File: src/rtl/xe_pkg.sv
package xe_pkg;

  // Control word field positions (decoded by software-visible layout)
  localparam int XE_OP_LSB   = 28;
  localparam int XE_OP_W     = 4;
  localparam int XE_IRQ_BIT  = 27;
  localparam int XE_CNT_LSB  = 22;
  localparam int XE_CNT_W    = 5;
  localparam int XE_PEN_BIT  = 17;

  localparam logic [XE_OP_W-1:0] XE_OP_NOP  = 4'd0;
  localparam logic [XE_OP_W-1:0] XE_OP_COPY = 4'd1;
  localparam logic [XE_OP_W-1:0] XE_OP_XOR  = 4'd6;

  typedef enum logic [1:0] {K_NOP, K_COPY, K_XOR, K_BAD} xe_kind_t;

  typedef enum logic [2:0] {ST_IDLE, ST_READ, ST_DRAIN, ST_WRITE, ST_FIN} xe_state_t;

  // Whole words covered by a byte length, rounding up
  function automatic logic [63:0] xe_word_count(logic [63:0] len_b, int unsigned sh);
    logic [63:0] mask;
    mask = (64'd1 << sh) - 64'd1;
    return (len_b >> sh) + {63'd0, |(len_b & mask)};
  endfunction

  // Byte address of word index idx starting at base
  function automatic logic [63:0] xe_word_addr(logic [63:0] base, logic [63:0] idx, int unsigned sh);
    return base + (idx << sh);
  endfunction

endpackage

File: src/rtl/xe_decode.sv
module xe_decode
  import xe_pkg::*;
#(
  parameter int MAX_SRC = 8
) (
  input  logic [31:0]                    ctrl,
  output xe_kind_t                       kind,
  output logic [$clog2(MAX_SRC+1)-1:0]   nsrc,
  output logic                           want_irq
);

  localparam int NSRC_W = $clog2(MAX_SRC+1);

  logic [XE_OP_W-1:0]  op;
  logic [XE_CNT_W-1:0] cnt;
  logic                pen;
  logic                cnt_ok;
  logic                unused_ctrl_bits;

  assign op       = ctrl[XE_OP_LSB +: XE_OP_W];
  assign cnt      = ctrl[XE_CNT_LSB +: XE_CNT_W];
  assign pen      = ctrl[XE_PEN_BIT];
  assign want_irq = ctrl[XE_IRQ_BIT];
  assign cnt_ok   = (cnt != '0) && (cnt <= XE_CNT_W'(MAX_SRC));
  // bit 16 (second result enable) and the rest carry no meaning here
  assign unused_ctrl_bits = ^{ctrl[21:18], ctrl[16:0]};

  always_comb begin
    kind = K_BAD;
    nsrc = '0;
    unique case (op)
      XE_OP_NOP:  kind = K_NOP;
      XE_OP_COPY: begin
        kind = K_COPY;
        nsrc = NSRC_W'(1);
      end
      XE_OP_XOR: begin
        if (cnt_ok && pen) begin
          kind = K_XOR;
          nsrc = cnt[NSRC_W-1:0];
        end
      end
      default: kind = K_BAD;
    endcase
  end

endmodule

File: src/rtl/xe_accum.sv
module xe_accum #(
  parameter int DATA_W = 32
) (
  input  logic              clk,
  input  logic              rst_n,
  input  logic              take,
  input  logic              first,
  input  logic [DATA_W-1:0] rdata,
  output logic [DATA_W-1:0] acc
);

  always_ff @(posedge clk or negedge rst_n) begin
    if (!rst_n)     acc <= '0;
    else if (take)  acc <= first ? rdata : (acc ^ rdata);
  end

endmodule

File: src/rtl/xe_ctrl.sv
module xe_ctrl
  import xe_pkg::*;
#(
  parameter int ADDR_W  = 48,
  parameter int DATA_W  = 32,
  parameter int MAX_SRC = 8,
  parameter int LEN_W   = 32
) (
  input  logic                           clk,
  input  logic                           rst_n,
  input  logic                           start,
  input  xe_kind_t                       kind,
  input  logic [$clog2(MAX_SRC+1)-1:0]   nsrc,
  input  logic                           want_irq,
  input  logic [LEN_W-1:0]               len,
  input  logic [ADDR_W-1:0]              base_a,
  input  logic [ADDR_W-1:0]              base_b,
  input  logic [MAX_SRC*ADDR_W-1:0]      srcs,
  output logic                           busy,
  output logic                           mem_rd,
  output logic                           mem_wr,
  output logic [ADDR_W-1:0]              mem_addr,
  output logic                           done,
  output logic                           irq,
  output logic                           err,
  output logic                           rd_take,
  output logic                           rd_first,
  output logic                           accept,
  output logic                           last_wr
);

  localparam int NSRC_W = $clog2(MAX_SRC+1);
  localparam int IDX_W  = $clog2(MAX_SRC);
  localparam int SH     = $clog2(DATA_W/8);

  xe_state_t             state_q;
  logic [ADDR_W-1:0]     src_q [MAX_SRC];
  logic [ADDR_W-1:0]     dst_q;
  logic [NSRC_W-1:0]     nsrc_q;
  logic [LEN_W-1:0]      nwords_q;
  logic [LEN_W-1:0]      widx_q;
  logic [IDX_W-1:0]      sidx_q;
  logic                  irq_q, err_q, take_q, first_q;

  logic [63:0]           words64, addr64;
  logic [ADDR_W-1:0]     sel_base;
  logic                  last_src, last_word, has_work;
  logic                  unused_wide_bits;

  assign words64   = xe_word_count(64'(len), SH);
  assign has_work  = (kind == K_COPY || kind == K_XOR) && (words64 != 64'd0);
  assign accept    = start && (state_q == ST_IDLE);
  assign last_src  = (NSRC_W'(sidx_q) == nsrc_q - NSRC_W'(1));
  assign last_word = (widx_q == nwords_q - LEN_W'(1));
  assign sel_base  = (state_q == ST_WRITE) ? dst_q : src_q[sidx_q];
  assign addr64    = xe_word_addr(64'(sel_base), 64'(widx_q), SH);
  assign unused_wide_bits = ^{addr64[63:ADDR_W], words64[63:LEN_W]};

  assign busy     = (state_q != ST_IDLE);
  assign mem_rd   = (state_q == ST_READ);
  assign mem_wr   = (state_q == ST_WRITE);
  assign mem_addr = (mem_rd || mem_wr) ? addr64[ADDR_W-1:0] : '0;
  assign done     = (state_q == ST_FIN);
  assign irq      = done && irq_q;
  assign err      = done && err_q;
  assign rd_take  = take_q;
  assign rd_first = first_q;
  assign last_wr  = mem_wr && last_word;

  always_ff @(posedge clk or negedge rst_n) begin
    if (!rst_n) begin
      state_q  <= ST_IDLE;
      dst_q    <= '0;
      nsrc_q   <= '0;
      nwords_q <= '0;
      widx_q   <= '0;
      sidx_q   <= '0;
      irq_q    <= 1'b0;
      err_q    <= 1'b0;
      take_q   <= 1'b0;
      first_q  <= 1'b0;
      for (int i = 0; i < MAX_SRC; i++) src_q[i] <= '0;
    end else begin
      take_q  <= (state_q == ST_READ);
      first_q <= (state_q == ST_READ) && (sidx_q == '0);
      unique case (state_q)
        ST_IDLE: begin
          if (start) begin
            dst_q    <= base_b;
            nsrc_q   <= nsrc;
            nwords_q <= words64[LEN_W-1:0];
            widx_q   <= '0;
            sidx_q   <= '0;
            irq_q    <= want_irq;
            err_q    <= (kind == K_BAD);
            for (int i = 0; i < MAX_SRC; i++)
              src_q[i] <= (kind == K_COPY && i == 0) ? base_a : srcs[i*ADDR_W +: ADDR_W];
            state_q  <= has_work ? ST_READ : ST_FIN;
          end
        end
        ST_READ: begin
          if (last_src) begin
            sidx_q  <= '0;
            state_q <= ST_DRAIN;
          end else begin
            sidx_q  <= sidx_q + IDX_W'(1);
          end
        end
        ST_DRAIN: state_q <= ST_WRITE;
        ST_WRITE: begin
          if (last_word) begin
            state_q <= ST_FIN;
          end else begin
            widx_q  <= widx_q + LEN_W'(1);
            state_q <= ST_READ;
          end
        end
        ST_FIN:  state_q <= ST_IDLE;
        default: state_q <= ST_IDLE;
      endcase
    end
  end

endmodule

File: src/rtl/xe_engine.sv
module xe_engine
  import xe_pkg::*;
#(
  parameter int DATA_W  = 32,
  parameter int MAX_SRC = 8,
  parameter int LEN_W   = 32,
  parameter int LO_W    = 32,
  parameter int HI_W    = 16
) (
  input  logic                      clk,
  input  logic                      rst_n,
  input  logic                      start,
  input  logic [31:0]               desc_ctrl,
  input  logic [LEN_W-1:0]          desc_len,
  input  logic [LO_W-1:0]           pair_a_lo,
  input  logic [HI_W-1:0]           pair_a_hi,
  input  logic [LO_W-1:0]           pair_b_lo,
  input  logic [HI_W-1:0]           pair_b_hi,
  input  logic [MAX_SRC*LO_W-1:0]   src_lo,
  input  logic [MAX_SRC*HI_W-1:0]   src_hi,
  output logic                      busy,
  output logic                      mem_rd,
  output logic                      mem_wr,
  output logic [LO_W+HI_W-1:0]      mem_addr,
  output logic [DATA_W-1:0]         mem_wdata,
  input  logic [DATA_W-1:0]         mem_rdata,
  output logic                      done,
  output logic                      irq,
  output logic                      err
);

  localparam int ADDR_W = LO_W + HI_W;
  localparam int NSRC_W = $clog2(MAX_SRC+1);

  // Named internal events, observed by the bound checker
  xe_kind_t                kind_w;
  logic [NSRC_W-1:0]       nsrc_w;
  logic                    want_irq_w;
  logic                    accept_w;
  logic                    last_wr_w;
  logic                    take_w, first_w;
  logic [MAX_SRC*ADDR_W-1:0] src_flat;

  for (genvar g = 0; g < MAX_SRC; g++) begin : g_src
    assign src_flat[g*ADDR_W +: ADDR_W] = {src_hi[g*HI_W +: HI_W], src_lo[g*LO_W +: LO_W]};
  end

  xe_decode #(.MAX_SRC(MAX_SRC)) u_dec (
    .ctrl     (desc_ctrl),
    .kind     (kind_w),
    .nsrc     (nsrc_w),
    .want_irq (want_irq_w)
  );

  xe_ctrl #(
    .ADDR_W (ADDR_W), .DATA_W (DATA_W), .MAX_SRC (MAX_SRC), .LEN_W (LEN_W)
  ) u_ctrl (
    .clk      (clk),
    .rst_n    (rst_n),
    .start    (start),
    .kind     (kind_w),
    .nsrc     (nsrc_w),
    .want_irq (want_irq_w),
    .len      (desc_len),
    .base_a   ({pair_a_hi, pair_a_lo}),
    .base_b   ({pair_b_hi, pair_b_lo}),
    .srcs     (src_flat),
    .busy     (busy),
    .mem_rd   (mem_rd),
    .mem_wr   (mem_wr),
    .mem_addr (mem_addr),
    .done     (done),
    .irq      (irq),
    .err      (err),
    .rd_take  (take_w),
    .rd_first (first_w),
    .accept   (accept_w),
    .last_wr  (last_wr_w)
  );

  xe_accum #(.DATA_W(DATA_W)) u_acc (
    .clk   (clk),
    .rst_n (rst_n),
    .take  (take_w),
    .first (first_w),
    .rdata (mem_rdata),
    .acc   (mem_wdata)
  );

endmodule

File: config.mk
export PLATFORM = sky130hd
export DESIGN_NAME = xe_engine
export DESIGN_NICKNAME = d
export VERILOG_FILES = /design/src/rtl/xe_pkg.sv /design/src/rtl/xe_decode.sv /design/src/rtl/xe_accum.sv /design/src/rtl/xe_ctrl.sv /design/src/rtl/xe_engine.sv
export SDC_FILE = /design/constraint.sdc
export NUM_CORES = 2
export LEC_CHECK = 0
export BUFFER_PORTS_ARGS = -buffer_cell sky130_fd_sc_hd__buf_2
export CAP_MARGIN = 20
export CORE_AREA = 2 2 255 257
export CTS_CLUSTER_SIZE = 20
export DETAILED_ROUTE_END_ITERATION = 12
export DIE_AREA = 0 0 257 259
export GPL_TIMING_DRIVEN = 0
export PLACE_DENSITY_LB_ADDON = 0.25
export SLEW_MARGIN = 10
export SYNTH_ARGS = -nofsm -noshare
export SYNTH_HDL_FRONTEND = slang
export SYNTH_SLANG_ARGS = --single-unit
File: constraint.sdc
create_clock -name clk -period 7.1 [get_ports clk]
set_input_delay 1.065 -clock clk [delete_from_list [all_inputs] [get_ports clk]]
set_output_delay 1.065 -clock clk [all_outputs]
set_load 0.1 [all_outputs]
==> Word level (Yosys, flattened, before mapping) <==
Index checks and enable logic that the tools add are counted.
{ "totals": {"ramBits": 0, "out_inout_bits": 86, "in_bits": 579, "n_memories": 0, "mem_bits_ro": 0, "ff_bits": 542, "latch_bits": 0} }
{ "classes": {"n_addsub": 6, "mux": 22, "reduce_logical": 21, "shifts": 0, "n_div": 0, "bitwise": 2, "eq_ne": 14, "n_lt_le_gt_ge": 2, "mul": 0} }
{ "ops": {"columns": ["operator", "n"], "rows": [
  ["two-way mux 48 bit", 5],
  ["binary-select mux 48 bit (select 3 bit)", 1],
  ["two-way mux 32 bit", 3],
  ["case mux 32 bit (2 select lines)", 1],
  ["nonzero test 64 bit", 1],
  ["adder 48 x 34 -> 48 bit", 1],
  ["adder 32 x 1 -> 32 bit, second input constant", 1],
  ["== test 32 bit", 1],
  ["subtractor 32 x 1 -> 32 bit, second input constant", 1],
  ["bitwise XOR 32 bit", 1],
  ["adder 30 x 1 -> 31 bit", 1],
  ["two-way mux 3 bit", 6],
  ["case mux 3 bit (4 select lines)", 1],
  ["case mux 4 bit (2 select lines)", 1],
  ["== test 3 x 2 -> 1 bit, second input constant", 2],
  ["logical AND 1 bit", 6],
  ["zero test 3 bit", 2],
  ["inequality test 2 bit, second input constant", 3],
  ["case mux 2 bit (3 select lines)", 1],
  ["case mux 3 bit (2 select lines)", 1],
  ["AND reduction 2 bit", 3],
  ["less-or-equal comparator 5 x 4 -> 1 bit, second input constant", 1],
  ["nonzero test 5 bit", 1],
  ["== test 2 bit, second input constant", 2],
  ["other kinds (18)", 20]
]} }

==> Depth between registers and ports, before layout <==
{ "logic_depth": {"depth_word": 11, "mapped_depth": 21} }

==> Cells and area by module <==
A second synthesis with hierarchy kept.
{ "unflattened": {"hier_cells": 3346, "hier_area_um2": 29834.9} }
{ "by_module_without_submodules": {"columns": ["mod", "area_each_um2", "cells_per_inst", "seq_area_each_um2", "instances"], "rows": [
  ["xe_ctrl", 27664.0, 3158, 12737.2, 1],
  ["xe_accum", 2060.7, 174, 800.8, 1],
  ["xe_decode", 110.1, 14, 0.0, 1]
]} }

==> Least setup slack after synthesis <==
OpenSTA, ideal clock, no wires.
{ "synth_timing": {"path_type": "reg-to-output", "from": "register u_ctrl.state_q[0]", "to": "output mem_addr[46]", "required_time_ns": 6.035, "t_arrival_ns": 7.773, "setup_slack_ns": -1.738, "n_path_buf": 6, "stages_incl_launch_ff": 19, "path_cell_list": "dfrtp_1 > nor2b_1 > nand2_2 > buf_1 > inv_1 > clkbuf_1 > buf_1 > clkbuf_1 > clkbuf_1 > nand2_1 > o21ai_0 > ha_1 > clkbuf_1 > nand2_1 > o21ai_0 > a21oi_1 > o21a_1 > a21o_1 > o311ai_0"} }
{ "synth_via": {"elab_chain_cells": 4, "word_cells_on_any_way": 6, "classes_between": "add/sub (1); eq/ne (2); mux (2); reduce/logical (1)"} }
{ "synth_lines": {"columns": ["item", "line", "rtl"], "rows": [
  ["start, declared", "xe_ctrl.sv:36", "xe_state_t state_q;"],
  ["start signal, assigned", "xe_ctrl.sv:98", "state_q <= has_work ? ST_READ : ST_FIN;"],
  ["== test 3 x 2 -> 1 bit *", "xe_ctrl.sv:61", "assign mem_wr = (state_q == ST_WRITE);"],
  ["named net mem_wr", "xe_engine.sv:23", "output logic mem_wr,"],
  ["two-way mux 48 bit", "xe_ctrl.sv:55", "assign sel_base = (state_q == ST_WRITE) ? dst_q : src_q[sidx_q];"],
  ["adder 48 x 34 -> 48 bit", "xe_pkg.sv:28", "return base + (idx << sh);"],
  ["two-way mux 48 bit *", "xe_ctrl.sv:62", "assign mem_addr = (mem_rd || mem_wr) ? addr64[ADDR_W-1:0] : '0;"],
  ["end, declared", "xe_engine.sv:24", "output logic [LO_W+HI_W-1:0] mem_addr,"]
]} }
The timed path passes the listed nets; every way through them passes the cells marked *.

==> Worst setup path after layout <==
{ "layout_timing": {"from": "register u_ctrl.sidx_q[1]", "to": "output mem_addr[33]"} }
{ "layout_via": {"elab_chain_cells": 7} }
{ "layout_lines": {"columns": ["item", "line", "rtl"], "rows": [
  ["start, declared", "xe_ctrl.sv:42", "logic [IDX_W-1:0] sidx_q;"],
  ["start signal, assigned", "xe_ctrl.sv:106", "sidx_q <= sidx_q + IDX_W'(1);"],
  ["inverter 3 -> 4 bit (not written as such)", "xe_ctrl.sv:55", null],
  ["binary-select mux 48 bit (select 3 bit)", "xe_ctrl.sv:55", null],
  ["two-way mux 48 bit (not written as such) (2 in series)", "xe_ctrl.sv:55", null],
  ["two-way mux 48 bit", "xe_ctrl.sv:55", null],
  ["adder 48 x 34 -> 48 bit", "xe_pkg.sv:28", null],
  ["two-way mux 48 bit", "xe_ctrl.sv:62", null]
]} }
No other way between the ends. The select of a mux whose other input is x is not followed.

==> metrics <==
Routed WL per cell=23.4 um; Reg clk slew, reported paths=60 ps; Max stage delay on crit path=370 ps; num rows=93; FF+latch count, synth=541; Main synth FF type=dfrtp_1; post-route setup slack=216 ps; Final min period=6880 ps; Final Core Density=56.7%; worst path arrival time=5820 ps; antenna violations before repair=33; async set-or-reset flop fraction in the synthesized netlist=100%; highest-delay cell along the critical path=mux4_2; max-slew violations=0; Remaining DRCs=0; worst reg2reg path startpoint=u_ctrl.state_q[1]; vias per cell=5.64; Sink Count=541; number of setup violations in the final report=0; Achievable Freq=145 MHz; largest net degree at the start of global routing=106; CTS root buffer=clkbuf_16; Reg2Reg Depth=9; CP Buf/Inv Count=7; Yosys cell types=76; proportion of layout cells with a drive suffix above 1=23.4%; Post-synth EDFFs=0; syn avg cell area=8.84 um2; Syn. warnings=0; LEAKAGE=17.8 nW; reg-to-reg slack, setup=2900 ps; DRT Pass-1 Iters=5; core area=63900 um2; worst-skew pair later-pin latency=680 ps; DIE WIDTH=257 um; global-route wire length before repair=168 mm; Worst Hold Class=input port to async pin; GRT Total Usage=34.0%; Die Height=259 um; Worst EP required=6030 ps; CTS Buf Count=60; Routability Congestion=0.957; Nets=4625; DR vias=27763; Post-Route WL=115 mm; TritonCTS clock tree=yes; crit path cell chain=clkbuf_4 -> buf_6 -> buf_8 -> clkbuf_8 -> mux4_2 -> mux2i_4 -> nand2_1 -> o21ai_0 -> inv_1 -> ha_1 -> a21o_1 -> and4_1 -> o21a_2 -> a31oi_4 -> o311ai_1 -> clkdlybuf4s18_2 -> a31oi_4 -> nand2b_1 -> a21oi_1 -> mux2i_2 -> buf_6; number of max-cap violations=0; total negative slack for setup checks=0 ps; most common cell after layout, fill and taps aside=nand2_1; H-tree depth=2; crit path launch=u_ctrl.sidx_q[1]; Die Area=66600 um2; Clock Skew=62.0 ps; IO Pins=665; Post-Synthesis Cells=3300; peak supply drop=0.371 mV; Slew headroom=23.0%; Syn-to-layout area delta=24.1%; critical path type=flip-flop to output port; GRT Residual Overflow=0; Final Hold Fails=0; PwrDens=515 nW/um2; Longest Clk Path Bufs=3; sequential cell area fraction in the yosys report=46.4%; crit start category=flip-flop; most frequent cells in the layout=nand2_1, buf_2, dfrtp_1, clkbuf_1, o21ai_0; net count after synthesis=3921; RR Endpoint=u_ctrl.src_q[246]; Initial Utilization=45.7%; Slew @ Worst Pin=1150 ps; Post-Syn Area=29200 um2; CP top delay family=buffers and inverters; vias in the first global route=27041; crit-path max FO=19; Fin Hold WS=462 ps; Setup crit end kind=output port; Tcrit/Tclk final=97.0%; 1st-iter DRT viols=2652; ANT nets after route=0; run status=complete, no violations; hpwl dp=89.0 mm; IO Port Bufs=639; pre-CTS WS=-1970 ps
[cell type report]
cell class,instances,area (um2)
Fill cell,5927,27700
Multi-Input combinational cell,2528,14900
Antenna cell,17,42.5
Tap cell,855,1070
Buffer,197,932
Timing Repair Buffer,648,3450
Inverter,28,109
Clock buffer,83,1730
Clock inverter,28,495
Sequential cell,541,13500
[timing repair]
action,in CTS,in global routing
pin swaps,1,1
endpoints found under the setup margin,45,17
gates cloned,1,0
hold buffers,0,0
gates resized for setup,79,26
setup buffers,1,0
[worst max path at each step]
stage,endpoint,slack (ps),depth (start not counted)
floorplan,mem_addr[46],-560,18
global placement,u_ctrl.src_q[211],-6700,1
detailed placement,mem_addr[47],-1970,20
CTS,mem_addr[33],1,20
global route,mem_addr[33],-2,17
finish,mem_addr[33],220,21
[registers in the layout, summed over array words and instances (netlist names)]
register,cells
u_ctrl.src_q,384
u_ctrl.dst_q,48
u_acc.acc,32
u_ctrl.widx_q,32
u_ctrl.nwords_q,31
u_ctrl.nsrc_q,4
u_ctrl.sidx_q,3
u_ctrl.state_q,3
u_ctrl.err_q,1
u_ctrl.irq_q,1
u_ctrl.rd_first,1
u_ctrl.rd_take,1
[report_power, final]
group	switching (mW)	total [mW]	internal (mW)	leakage (nW)
clock	1.40	3.51	2.11	1.08
combinational	6.78	9.75	2.97	9.98
sequential	0.906	5.39	4.48	6.75
total	9.09	18.7	9.56	17.8
[synth_stat cells (all sizes together) (28+ instances only)]
master | n | share of area (%)
inv | 28 | 0.36
nor2 | 126 | 1.6
mux2i | 130 | 4.5
ha | 41 | 1.8
xnor2 | 54 | 1.6
buf | 40 | 0.70
mux4 | 96 | 7.4
nor3 | 41 | 0.79
nand2b | 32 | 0.69
a311oi | 33 | 0.99
a21oi | 89 | 1.5
nand3 | 43 | 0.74
o21ai | 137 | 2.3
nand4 | 32 | 0.69
clkbuf | 163 | 2.1
xor2 | 48 | 1.4
nand2 | 1377 | 18
dfrtp | 541 | 46
[stage by stage]
step / total power [mW] / cell area [um2] / std cells
6_report: 18.7 / 36200 / 4925
5_1_grt: 19.6 / 36200 / 4916
4_1_cts: 18.6 / 36100 / 4908
3_5_place_dp: 14.9 / 33700 / 4801
3_3_place_gp: 14.7 / 33500 / 4794
2_1_floorplan: 12.0 / 29200 / 3300
[layer usage]
metal / track usage, % / up-vias / share of wire [%]
li1: - / 12575 / -
met1: 44.5 / 13617 / 40
met2: 55.5 / 1289 / 47
met3: 6.54 / 260 / 8.9
met4: 14.4 / 22 / 4.2
met5: 0 / - / 0.12
[worst reg2reg max path: cells and delay by family (launching register included)]
kind,cells,cell delay [ps]
simple gates,4,600
buf+inv,5,3200
flops,1,380
[kinds of logic after synthesis]
family | after synthesis | share of synthesized area [%]
and+or+nand+nor | 1789 | 25.7
xor gates and xnor gates | 102 | 3.06
AOI/OAI and AO/OA | 356 | 7.44
muxes | 239 | 12.4
DFF | 541 | 46.4
buffers and inverters | 231 | 3.16
adders and majority gates | 42 | 1.83
Power figures use the tool's default switching activity.
